**config.mk**
```make
export PLATFORM = sky130hd
export DESIGN_NAME = bus_access_ctl
export DESIGN_NICKNAME = d
export VERILOG_FILES = /design/src/rtl/bacu_pkg.sv /design/src/rtl/bacu_regs.sv /design/src/rtl/bacu_check.sv /design/src/rtl/bus_access_ctl.sv
export SDC_FILE = /design/constraint.sdc
export NUM_CORES = 1
export LEC_CHECK = 0
export ABC_CLOCK_PERIOD_IN_PS = 2500
export BUFFER_PORTS_ARGS = -buffer_cell sky130_fd_sc_hd__clkbuf_2
export CAP_MARGIN = 0
export CORE_MARGIN = 4
export CORE_UTILIZATION = 35
export CTS_CLUSTER_DIAMETER = 60
export DETAILED_ROUTE_END_ITERATION = 16
export PLACE_DENSITY = 0.61
export SLEW_MARGIN = 40
export SYNTH_ARGS = -nofsm -noshare
export SYNTH_HDL_FRONTEND = slang
export SYNTH_SLANG_ARGS = --single-unit
```
**constraint.sdc**
```tcl
create_clock -name clk -period 2.5 [get_ports clk]
set_input_delay 0.25 -clock clk [delete_from_list [all_inputs] [get_ports clk]]
set_output_delay 0.25 -clock clk [all_outputs]
set_load 0.02 [all_outputs]
```
**src/rtl/bacu_pkg.sv**
```systemverilog
package bacu_pkg;

  typedef struct packed {
    logic sup_only;
    logic usr_rd;
    logic usr_wr;
    logic exec;
  } rights_t;

  typedef enum logic [2:0] {
    AT_SUP_FETCH,
    AT_SUP_READ,
    AT_SUP_WRITE,
    AT_USR_FETCH,
    AT_USR_READ,
    AT_USR_WRITE
  } acc_type_t;

  localparam logic [3:0] FIELD_RST = 4'b1000;

  function automatic acc_type_t classify(input logic sup, input logic fetch, input logic wr);
    if (fetch)   return sup ? AT_SUP_FETCH : AT_USR_FETCH;
    else if (wr) return sup ? AT_SUP_WRITE : AT_USR_WRITE;
    else         return sup ? AT_SUP_READ  : AT_USR_READ;
  endfunction

endpackage

```
**src/rtl/bacu_regs.sv**
```systemverilog
module bacu_regs #(
  parameter int N_MST  = 4,
  parameter int N_PACR = 9,
  parameter int MW     = 2,
  parameter int CAW    = 4
) (
  input  logic              clk,
  input  logic              rst,
  input  logic [N_MST-2:0]  trust_init,
  input  logic              cfg_valid,
  input  logic              cfg_write,
  input  logic [MW-1:0]     cfg_mid,
  input  logic [CAW-1:0]    cfg_addr,
  input  logic [7:0]        cfg_wdata,
  output logic [7:0]        cfg_rdata,
  output logic              cfg_err,
  output logic [N_MST-1:0]  mpr_o,
  output logic [N_PACR*8-1:0] pacr_o,
  output logic [3:0]        grp_o,
  output logic [3:0]        fls_o
);
  import bacu_pkg::*;

  localparam logic [CAW-1:0] A_GRP  = CAW'(N_PACR + 1);
  localparam logic [CAW-1:0] A_FLS  = CAW'(N_PACR + 2);

  logic [N_MST-1:0] mpr_q;
  logic [7:0]       pacr_q [N_PACR];
  logic [3:0]       grp_q, fls_q;
  logic             in_range, trusted, wr_en;
  logic [7:0]       rd_mux;

  assign in_range = (cfg_addr <= A_FLS);
  assign trusted  = mpr_q[cfg_mid];
  assign wr_en    = cfg_valid & cfg_write & trusted & in_range;

  always_comb begin
    rd_mux = '0;
    if (cfg_addr == '0) rd_mux = 8'(mpr_q);
    if (cfg_addr == A_GRP) rd_mux = {4'h0, grp_q};
    if (cfg_addr == A_FLS) rd_mux = {4'h0, fls_q};
    for (int i = 0; i < N_PACR; i++)
      if (cfg_addr == CAW'(i + 1)) rd_mux = pacr_q[i];
  end

  always_ff @(posedge clk) begin
    if (rst) begin
      mpr_q     <= {trust_init, 1'b1};
      grp_q     <= FIELD_RST;
      fls_q     <= FIELD_RST;
      cfg_rdata <= '0;
      cfg_err   <= 1'b0;
      for (int i = 0; i < N_PACR; i++) pacr_q[i] <= {FIELD_RST, FIELD_RST};
    end else begin
      cfg_err   <= cfg_valid & (~in_range | (cfg_write & ~trusted));
      cfg_rdata <= (cfg_valid & ~cfg_write & in_range) ? rd_mux : 8'h00;
      if (wr_en) begin
        if (cfg_addr == '0)    mpr_q <= cfg_wdata[N_MST-1:0];
        if (cfg_addr == A_GRP) grp_q <= cfg_wdata[3:0];
        if (cfg_addr == A_FLS) fls_q <= cfg_wdata[3:0];
        for (int i = 0; i < N_PACR; i++)
          if (cfg_addr == CAW'(i + 1)) pacr_q[i] <= cfg_wdata;
      end
    end
  end

  assign mpr_o = mpr_q;
  assign grp_o = grp_q;
  assign fls_o = fls_q;

  for (genvar g = 0; g < N_PACR; g++) begin : g_flat
    assign pacr_o[g*8 +: 8] = pacr_q[g];
  end

endmodule

```
**src/rtl/bacu_check.sv**
```systemverilog
module bacu_check #(
  parameter int N_MST    = 4,
  parameter int N_PERIPH = 17,
  parameter int N_PACR   = 9,
  parameter int MW       = 2,
  parameter int PW       = 5
) (
  input  logic                req_valid,
  input  logic [MW-1:0]       req_mid,
  input  logic                req_sup,
  input  logic                req_fetch,
  input  logic                req_write,
  input  logic [PW-1:0]       req_pidx,
  input  logic [N_MST-1:0]    mpr,
  input  logic [N_PACR*8-1:0] pacr,
  input  logic [3:0]          grp,
  input  logic [3:0]          fls,
  output logic                grant
);
  import bacu_pkg::*;

  logic      eff_sup, hit, allowed;
  rights_t   fld;
  acc_type_t atype;

  assign eff_sup = req_sup & mpr[req_mid];
  assign atype   = classify(eff_sup, req_fetch, req_write);

  always_comb begin
    fld = rights_t'(4'h0);
    hit = 1'b0;
    for (int i = 0; i < N_PERIPH; i++)
      if (req_pidx == PW'(i)) begin
        fld = rights_t'(pacr[i*4 +: 4]);
        hit = 1'b1;
      end
    if (req_pidx == PW'(N_PERIPH)) begin
      fld = rights_t'(grp);
      hit = 1'b1;
    end
    if (req_pidx == PW'(N_PERIPH + 1)) begin
      fld = rights_t'(fls);
      hit = 1'b1;
    end
  end

  always_comb begin
    unique case (atype)
      AT_SUP_FETCH: allowed = fld.exec;
      AT_SUP_READ,
      AT_SUP_WRITE: allowed = 1'b1;
      AT_USR_FETCH: allowed = ~fld.sup_only & fld.exec;
      AT_USR_READ:  allowed = ~fld.sup_only & fld.usr_rd;
      AT_USR_WRITE: allowed = ~fld.sup_only & fld.usr_wr;
      default:      allowed = 1'b0;
    endcase
  end

  assign grant = req_valid & hit & allowed;

endmodule

```
**src/rtl/bus_access_ctl.sv**
```systemverilog
module bus_access_ctl #(
  parameter int N_MST    = 4,
  parameter int N_PERIPH = 17,
  parameter int DW       = 32,
  localparam int N_PACR  = (N_PERIPH + 1) / 2,
  localparam int MW      = (N_MST > 1) ? $clog2(N_MST) : 1,
  localparam int PW      = $clog2(N_PERIPH + 2),
  localparam int CAW     = $clog2(N_PACR + 3)
) (
  input  logic              clk,
  input  logic              rst,
  input  logic [N_MST-2:0]  trust_init,
  input  logic              req_valid,
  input  logic [MW-1:0]     req_mid,
  input  logic              req_sup,
  input  logic              req_fetch,
  input  logic              req_write,
  input  logic [PW-1:0]     req_pidx,
  input  logic [DW-1:0]     tgt_rdata,
  output logic              acc_grant,
  output logic              acc_err,
  output logic [DW-1:0]     rsp_rdata,
  input  logic              cfg_valid,
  input  logic              cfg_write,
  input  logic [MW-1:0]     cfg_mid,
  input  logic [CAW-1:0]    cfg_addr,
  input  logic [7:0]        cfg_wdata,
  output logic [7:0]        cfg_rdata,
  output logic              cfg_err
);

  logic [N_MST-1:0]    mpr_w;
  logic [N_PACR*8-1:0] pacr_w;
  logic [3:0]          grp_w, fls_w;

  bacu_regs #(.N_MST(N_MST), .N_PACR(N_PACR), .MW(MW), .CAW(CAW)) u_regs (
    .clk, .rst, .trust_init,
    .cfg_valid, .cfg_write, .cfg_mid, .cfg_addr, .cfg_wdata,
    .cfg_rdata, .cfg_err,
    .mpr_o(mpr_w), .pacr_o(pacr_w), .grp_o(grp_w), .fls_o(fls_w)
  );

  bacu_check #(.N_MST(N_MST), .N_PERIPH(N_PERIPH), .N_PACR(N_PACR), .MW(MW), .PW(PW)) u_check (
    .req_valid, .req_mid, .req_sup, .req_fetch, .req_write, .req_pidx,
    .mpr(mpr_w), .pacr(pacr_w), .grp(grp_w), .fls(fls_w),
    .grant(acc_grant)
  );

  always_ff @(posedge clk) begin
    if (rst) begin
      acc_err   <= 1'b0;
      rsp_rdata <= '0;
    end else begin
      acc_err   <= req_valid & ~acc_grant;
      rsp_rdata <= (acc_grant & (req_fetch | ~req_write)) ? tgt_rdata : '0;
    end
  end

endmodule

```
# After elaboration in Yosys (flattened, before gate mapping)
# Memory sizes are Yosys's and may differ from the RTL's.
# Index checks and enable logic that the tools add are counted.
[word_totals] latch_bits=0 wordCells=202 memories=1 ram_bits=72 output_inout_bits=43 mem_bits_ro=0 inputBits=64 regBits=54
[op_classes] add_sub_neg=0 bitwise_logic=34 n_eq_ne=34 reduce_logical=12 div_mod_pow=0 multipliers=0 n_mux=110 order_cmp=3 n_shift=0
[memory_table] name="u_regs.pacr_q" depth=9 width=8 read_ports=9 rd_clocked_by_memory_dff=0 wr=9 line="bacu_regs.sv:28" rtl="logic [7:0] pacr_q [N_PACR];"
[op_table] op="8-bit 2-to-1 mux" n=18
[op_table] op="4-bit 2-to-1 mux" n=25
[op_table] op="1-bit 2-to-1 mux" n=59
[op_table] op="5-bit by 4-bit equality test with 1-bit output (second input constant)" n=8
[op_table] op="5-bit by 3-bit equality test with 1-bit output (second input constant)" n=4
[op_table] op="4-bit by 3-bit equality test with 1-bit output (second input constant)" n=4
[op_table] op="4-bit equality test (second input constant)" n=4
[op_table] op="1-bit AND" n=15
[op_table] op="5-bit equality test (second input constant)" n=3
[op_table] op="3-bit 2-to-1 mux" n=4
[op_table] op="1-bit bitwise OR" n=11
[op_table] op="5-bit by 2-bit equality test with 1-bit output (second input constant)" n=2
[op_table] op="4-bit by 2-bit equality test with 1-bit output (second input constant)" n=2
[op_table] op="1-bit NOT" n=8
[op_table] op="2-bit AND reduction" n=4
[op_table] op="3-bit by 2-bit equality test with 1-bit output (second input constant)" n=2
[op_table] op="3-bit equality test (second input constant)" n=2
[op_table] op="2-bit by 3-bit less-than comparator with 1-bit output (second input constant)" n=2
[op_table] op="2-bit OR reduction" n=3
[op_table] op="5-bit by 1-bit equality test with 1-bit output (second input constant)" n=1
[op_table] op="5-bit logical NOT" n=1
[op_table] op="1-bit one-hot mux with 5 select lines" n=1
[op_table] op="1-bit binary-select mux with 2-bit select" n=2
[op_table] op="4-bit by 1-bit equality test with 1-bit output (second input constant)" n=1
[op_table] op="6 further kinds" n=7

# Depth between registers and ports, before layout
[depth] depth_word=27 depth_mapped=12 ltp_nobuf=11

# Cells and area by module
# Synthesis repeated with hierarchy kept, for this count alone.
[unflattened] hier_cells=569 area_unflattened_um2=6382.4
[modules_own_cells] module="bacu_regs" area_per_inst_um2=4016.4 cells_per_inst=315 instances=1 seq_area_each_um2=2612.5
[modules_own_cells] module="bacu_check" area_per_inst_um2=1298.7 cells_per_inst=178 instances=1 seq_area_each_um2=0.0
[modules_own_cells] module="bus_access_ctl" area_per_inst_um2=1067.3 cells_per_inst=76 instances=1 seq_area_each_um2=660.6

# Least setup slack after synthesis
# OpenSTA, ideal clock, no wires.
[synth_timing] path_type="flip-flop to output port" startpoint="register u_regs.mpr_q[2] (netlist: u_regs.mpr_o[2])" endpoint="output acc_grant" path_stages_with_launch=12 n_path_buf=1 required_time_ps=2250 t_arrival_ps=2314 slack_ps=-64 cell_sequence="edfxtp_1 -> mux2_2 -> o211ai_1 -> ha_1 -> o21bai_1 -> a2111oi_0 -> o21ai_1 -> nor2_1 -> a21o_1 -> o31ai_4 -> buf_4 -> nand2_1"
[synth_between] elab_chain_len=10 word_cells_on_any_way=17 classes_between="eq/ne: 5; mux: 8; bitwise: 2; reduce/logical: 2"
[synth_rtl] element="start: declaration" line="bacu_regs.sv:27" rtl="logic [N_MST-1:0] mpr_q;"
[synth_rtl] element="start signal: assignment" line="bacu_regs.sv:48" rtl="mpr_q <= {trust_init, 1'b1};"
[synth_rtl] element="start signal: assignment" line="bacu_regs.sv:58" rtl="if (cfg_addr == '0) mpr_q <= cfg_wdata[N_MST-1:0];"
[synth_rtl] element="1-bit binary-select mux with 2-bit select (*)" line="bacu_check.sv:26" rtl="assign eff_sup = req_sup & mpr[req_mid];"
[synth_rtl] element="1-bit 2-to-1 mux (implied by the code) (*)" line="bacu_check.sv:26"
[synth_rtl] element="1-bit AND (*)" line="bacu_check.sv:26"
[synth_rtl] element="3-bit 2-to-1 mux (on tied branches)" line="bacu_pkg.sv:24, bacu_pkg.sv:23"
[synth_rtl] element="3-bit 2-to-1 mux" line="bacu_pkg.sv:23" rtl="else if (wr) return sup ? AT_SUP_WRITE : AT_USR_WRITE;"
[synth_rtl] element="3-bit 2-to-1 mux (*)" line="bacu_pkg.sv:22" rtl="if (fetch) return sup ? AT_SUP_FETCH : AT_USR_FETCH;"
[synth_rtl] element="3-bit by 1-bit equality test with 1-bit output / 3-bit by 2-bit equality test with 1-bit output (equally long branches)" line="bacu_check.sv:48" rtl="unique case (atype)"
[synth_rtl] element="2-bit OR reduction" line="bacu_check.sv:48"
[synth_rtl] element="1-bit one-hot mux with 5 select lines (*)" line="bacu_check.sv:48"
[synth_rtl] element="1-bit AND (*)" line="bacu_check.sv:59" rtl="assign grant = req_valid & hit & allowed;"
[synth_rtl] element="end: declaration" line="bus_access_ctl.sv:20" rtl="output logic acc_grant,"
# Every way passes the cells marked *; elsewhere a longest branch is shown, timed or not. The select of a mux whose other input is x is not followed.

# Worst setup path in the final report
# Same ends and word-level chain as after synthesis.

==> impl_metrics.ini <==
[setup_path]
crit_chain = mux2_4, o211ai_1, buf_4, inv_4, ha_4, buf_4, nand3_1, o21ai_1, o2111a_1, o31ai_4, nand2_4, buf_8
cpPeakStageDelay_ns = 0.39
critPathLaunchType = register
r2r_start = u_regs.mpr_o[2]
path_buf_inv = 4
criticalPathCategory = register to output pin
cp-end-kind = output pin
crit_fanout = 3
worstPathRequired_ns = 2.25
rrSetupSlack_ns = -0.33
path_delay_family = compound AO/OA/AOI/OAI gates
path_common_cell = buf_4
r2r_end = acc_err
critPathSlowestCell = edfxtp_1
crit_arrival_ns = 2.75
r2r_cells = 13

[flow_run]
max-cap-violations = 0

[floorplanning]
io_pins = 107
design.die.area_sq_mm = 0.0199
start_util_pct = 35.8
num_rows = 48
dieWidth_um = 141
die_y_um = 141
core_area_sq_mm = 0.0173

[global_route]
grt.overflow.total = 0
grt_start_max_net_pins = 33
antenna_found_initial = 0
grt_pass1_wl_um = 30800
grt_pass1_vias = 5566
grtUsageTotal_pct = 20.1

[place]
numPortBuffers = 106
post-place-ws_ns = -0.323
hpwl_um = 15400
gp_congestion = 0.944

[power]
power.density_mw_per_mm2 = 644
p_leak_nw = 3.19
ir_drop_uv = 454

[layout]
final_util_pct = 46.9
final_cell_mix = 105 x clkbuf_2, 75 x edfxtp_1, 73 x buf_4
drive_gt1_share_pct = 33.2
antenna_cells = 0
fill_cells = 1594
layout_commonest_cell = clkbuf_2
final_nets = 820
areaGrowthSynthToFinish_pct = 31.0

[sta]
hold_viol_final = 0
fmax_mhz = 333
maxSlewViolCount = 0
slew_headroom_pct = 60.3
layout_setup_ws_ns = -0.504
fin_worst_skew_ns = 0.0133
setup_viol = 34
period_share_pct = 120
rsz0062_at_grt = yes
fin_crit_ns = 3.00
worst_pin_slew_ns = 0.594

[synth]
syn-num-nets = 659
yosys_most_used_dff = edfxtp_1
ys_seq_area_share_pct = 52.8
synth.avg_cell_area_sq_um = 10.5
yosysWarnings = 0
synthArstFlopShare_pct = 0
synth_seq_cells = 126
synth_cells = 592
synth_edf_count = 75
syn_area_sq_mm = 0.00620
ys_types = 68

[clock_tree]
htree_num_levels = 4
clock_path_buffers = 2
clk_latency_ns = 0.42
clock_sink_count = 126
cts-root-buf = clkbuf_16
cts_tree = done
cts_buffers = 17
path_clk_slew_ns = 0.06
holdBufCountCts = 0

[routing]
first_pass_iters = 6
via_count = 5572
avgViaCountPerCell = 5.63
totalWireLength_um = 20100
drt_iter0_drc = 484
wl_per_cell_um = 20.3
drc = 0
drtAntennaViolNets = 0

[hold_path]
min_to = rsp_rdata[9]
hold_path_class = input pin to register
holdPathStages = 3
holdCritStartpoint = tgt_rdata[9]

[status]
outcome = finished with violations
violations = setup timing
==> synthesized netlist by cell type (all sizes together), types with 3 or more instances <==
cell type  number  share of area (%)
nand3b          3               0.36
a31oi           3               0.30
a221oi          4               0.57
nand4b          3               0.42
and2            8               0.81
edfxtp         75                 36
a21o            9                1.1
a22oi           6               0.73
o31ai           3               0.59
o21a            3               0.36
and3            3               0.30
a21oi          59                4.8
or3b            3               0.42
o211ai          9                1.2
a2bb2oi         3               0.42
mux2           10                1.8
ha              3               0.61
o21ai          28                2.3
buf            16                1.4
nand2          62                3.8
mux4            3                1.1
a211oi          9                1.1
nor2           38                2.3
o22ai           7               0.71
o21bai          7               0.85
clkbuf         25                1.5
a211o           4               0.57
nor2b          10                1.0
nand2b         18                1.8
nand3           8               0.65
nor3            9               0.73
dfxtp          51                 16
nor3b           3               0.44
or3             4               0.40
mux2i          34                5.5
inv            11               0.67
o32ai           6               0.85
==> layer usage <==
layer  part of all wire (%)  vias to the layer above  track usage [%]
met4                    3.2                        0             8.11
met2                     48                      282             33.4
met5                      0                        -                0
met3                    7.6                       48             4.27
met1                     41                     2699             25.6
li1                       -                     2543                -
==> cells by family (layout without fill, tap and decap cells) <==
| logic type | Yosys count | count (layout) | share of synthesized area [%] |
|---|---|---|---|
| AND/OR/NAND/NOR | 185 | 185 | 15.5 |
| multiplexers | 47 | 47 | 8.40 |
| adder cells (fa/ha/maj) | 3 | 3 | 0.606 |
| AO/OA/AOI/OAI | 179 | 179 | 19.1 |
| flip-flops | 126 | 126 | 52.8 |
| buffers and inverters | 52 | 225 | 3.57 |
==> worst min-delay path, stage by stage <==
cell,delay [ns]
clkbuf_2,0.08
nand2_1,0.05
a21oi_1,0.03
==> metrics by stage <==
| step | instance area (sq um) | power, mW | hold WS, ns | TNS [ns] | instances |
|---|---|---|---|---|---|
| finish | 8110 | 5.22 | 0.0424 | -7.90 | 990 |
| global route | 8110 | 5.43 | 0.0375 | -11.94 | 990 |
| CTS | 8030 | 5.23 | 0.0270 | -7.87 | 984 |
| detailed placement | 7380 | 2.92 | 0.462 | -6.05 | 951 |
| global placement | 7380 | 2.91 | 0.459 | -6.00 | 951 |
| floorplan | 6210 | 2.65 | 0.366 | 0 | 592 |
==> worst max path at each step <==
stage	startpoint	end	slack [ns]	depth (start not counted)
after detailed placement	req_mid[1]	acc_grant	-0.32	13
after floorplan	u_regs.mpr_o[2]	acc_grant	0.02	10
after CTS	u_regs.mpr_o[2]	acc_grant	-0.58	13
after global routing	u_regs.mpr_o[2]	acc_grant	-0.61	12
after global placement	req_mid[1]	acc_grant	-0.34	13
final	u_regs.mpr_o[2]	acc_grant	-0.50	12
==> cell type report <==
cell class                      count  area, sq um  share of cell area [%]
Clock inverter                     14          123                    1.51
Timing Repair Buffer              183         1160                    14.2
Inverter                           11         43.8                   0.540
Clock buffer                       17          425                    5.24
Multi-Input combinational cell    414         2810                    34.6
Tap cell                          225          282                    3.47
Sequential cell                   126         3270                    40.3
==> power breakdown <==
part           switching, mW  leakage, nW  internal (mW)
clock                  0.944        0.257           1.36
sequential            0.0404         1.13           2.26
combinational          0.357         1.81          0.269
==> repair_timing <==
item / in CTS / in global routing
setup buffers: 2 / 6
gates resized for setup: 18 / 7
cloned: 0 / 1
setup endpoints to repair: 34 / 34
pin swaps: 8 / 7
==> sequential cells by signal, summed over array words and instances, names as in the netlist <==
signal	count
u_regs.pacr_q	72
u_regs.mpr_o	4
rsp_rdata	32
u_regs.fls_o	4
u_regs.cfg_rdata	8
acc_err	1
u_regs.cfg_err	1
u_regs.grp_o	4
Power figures use the tool's default switching activity.
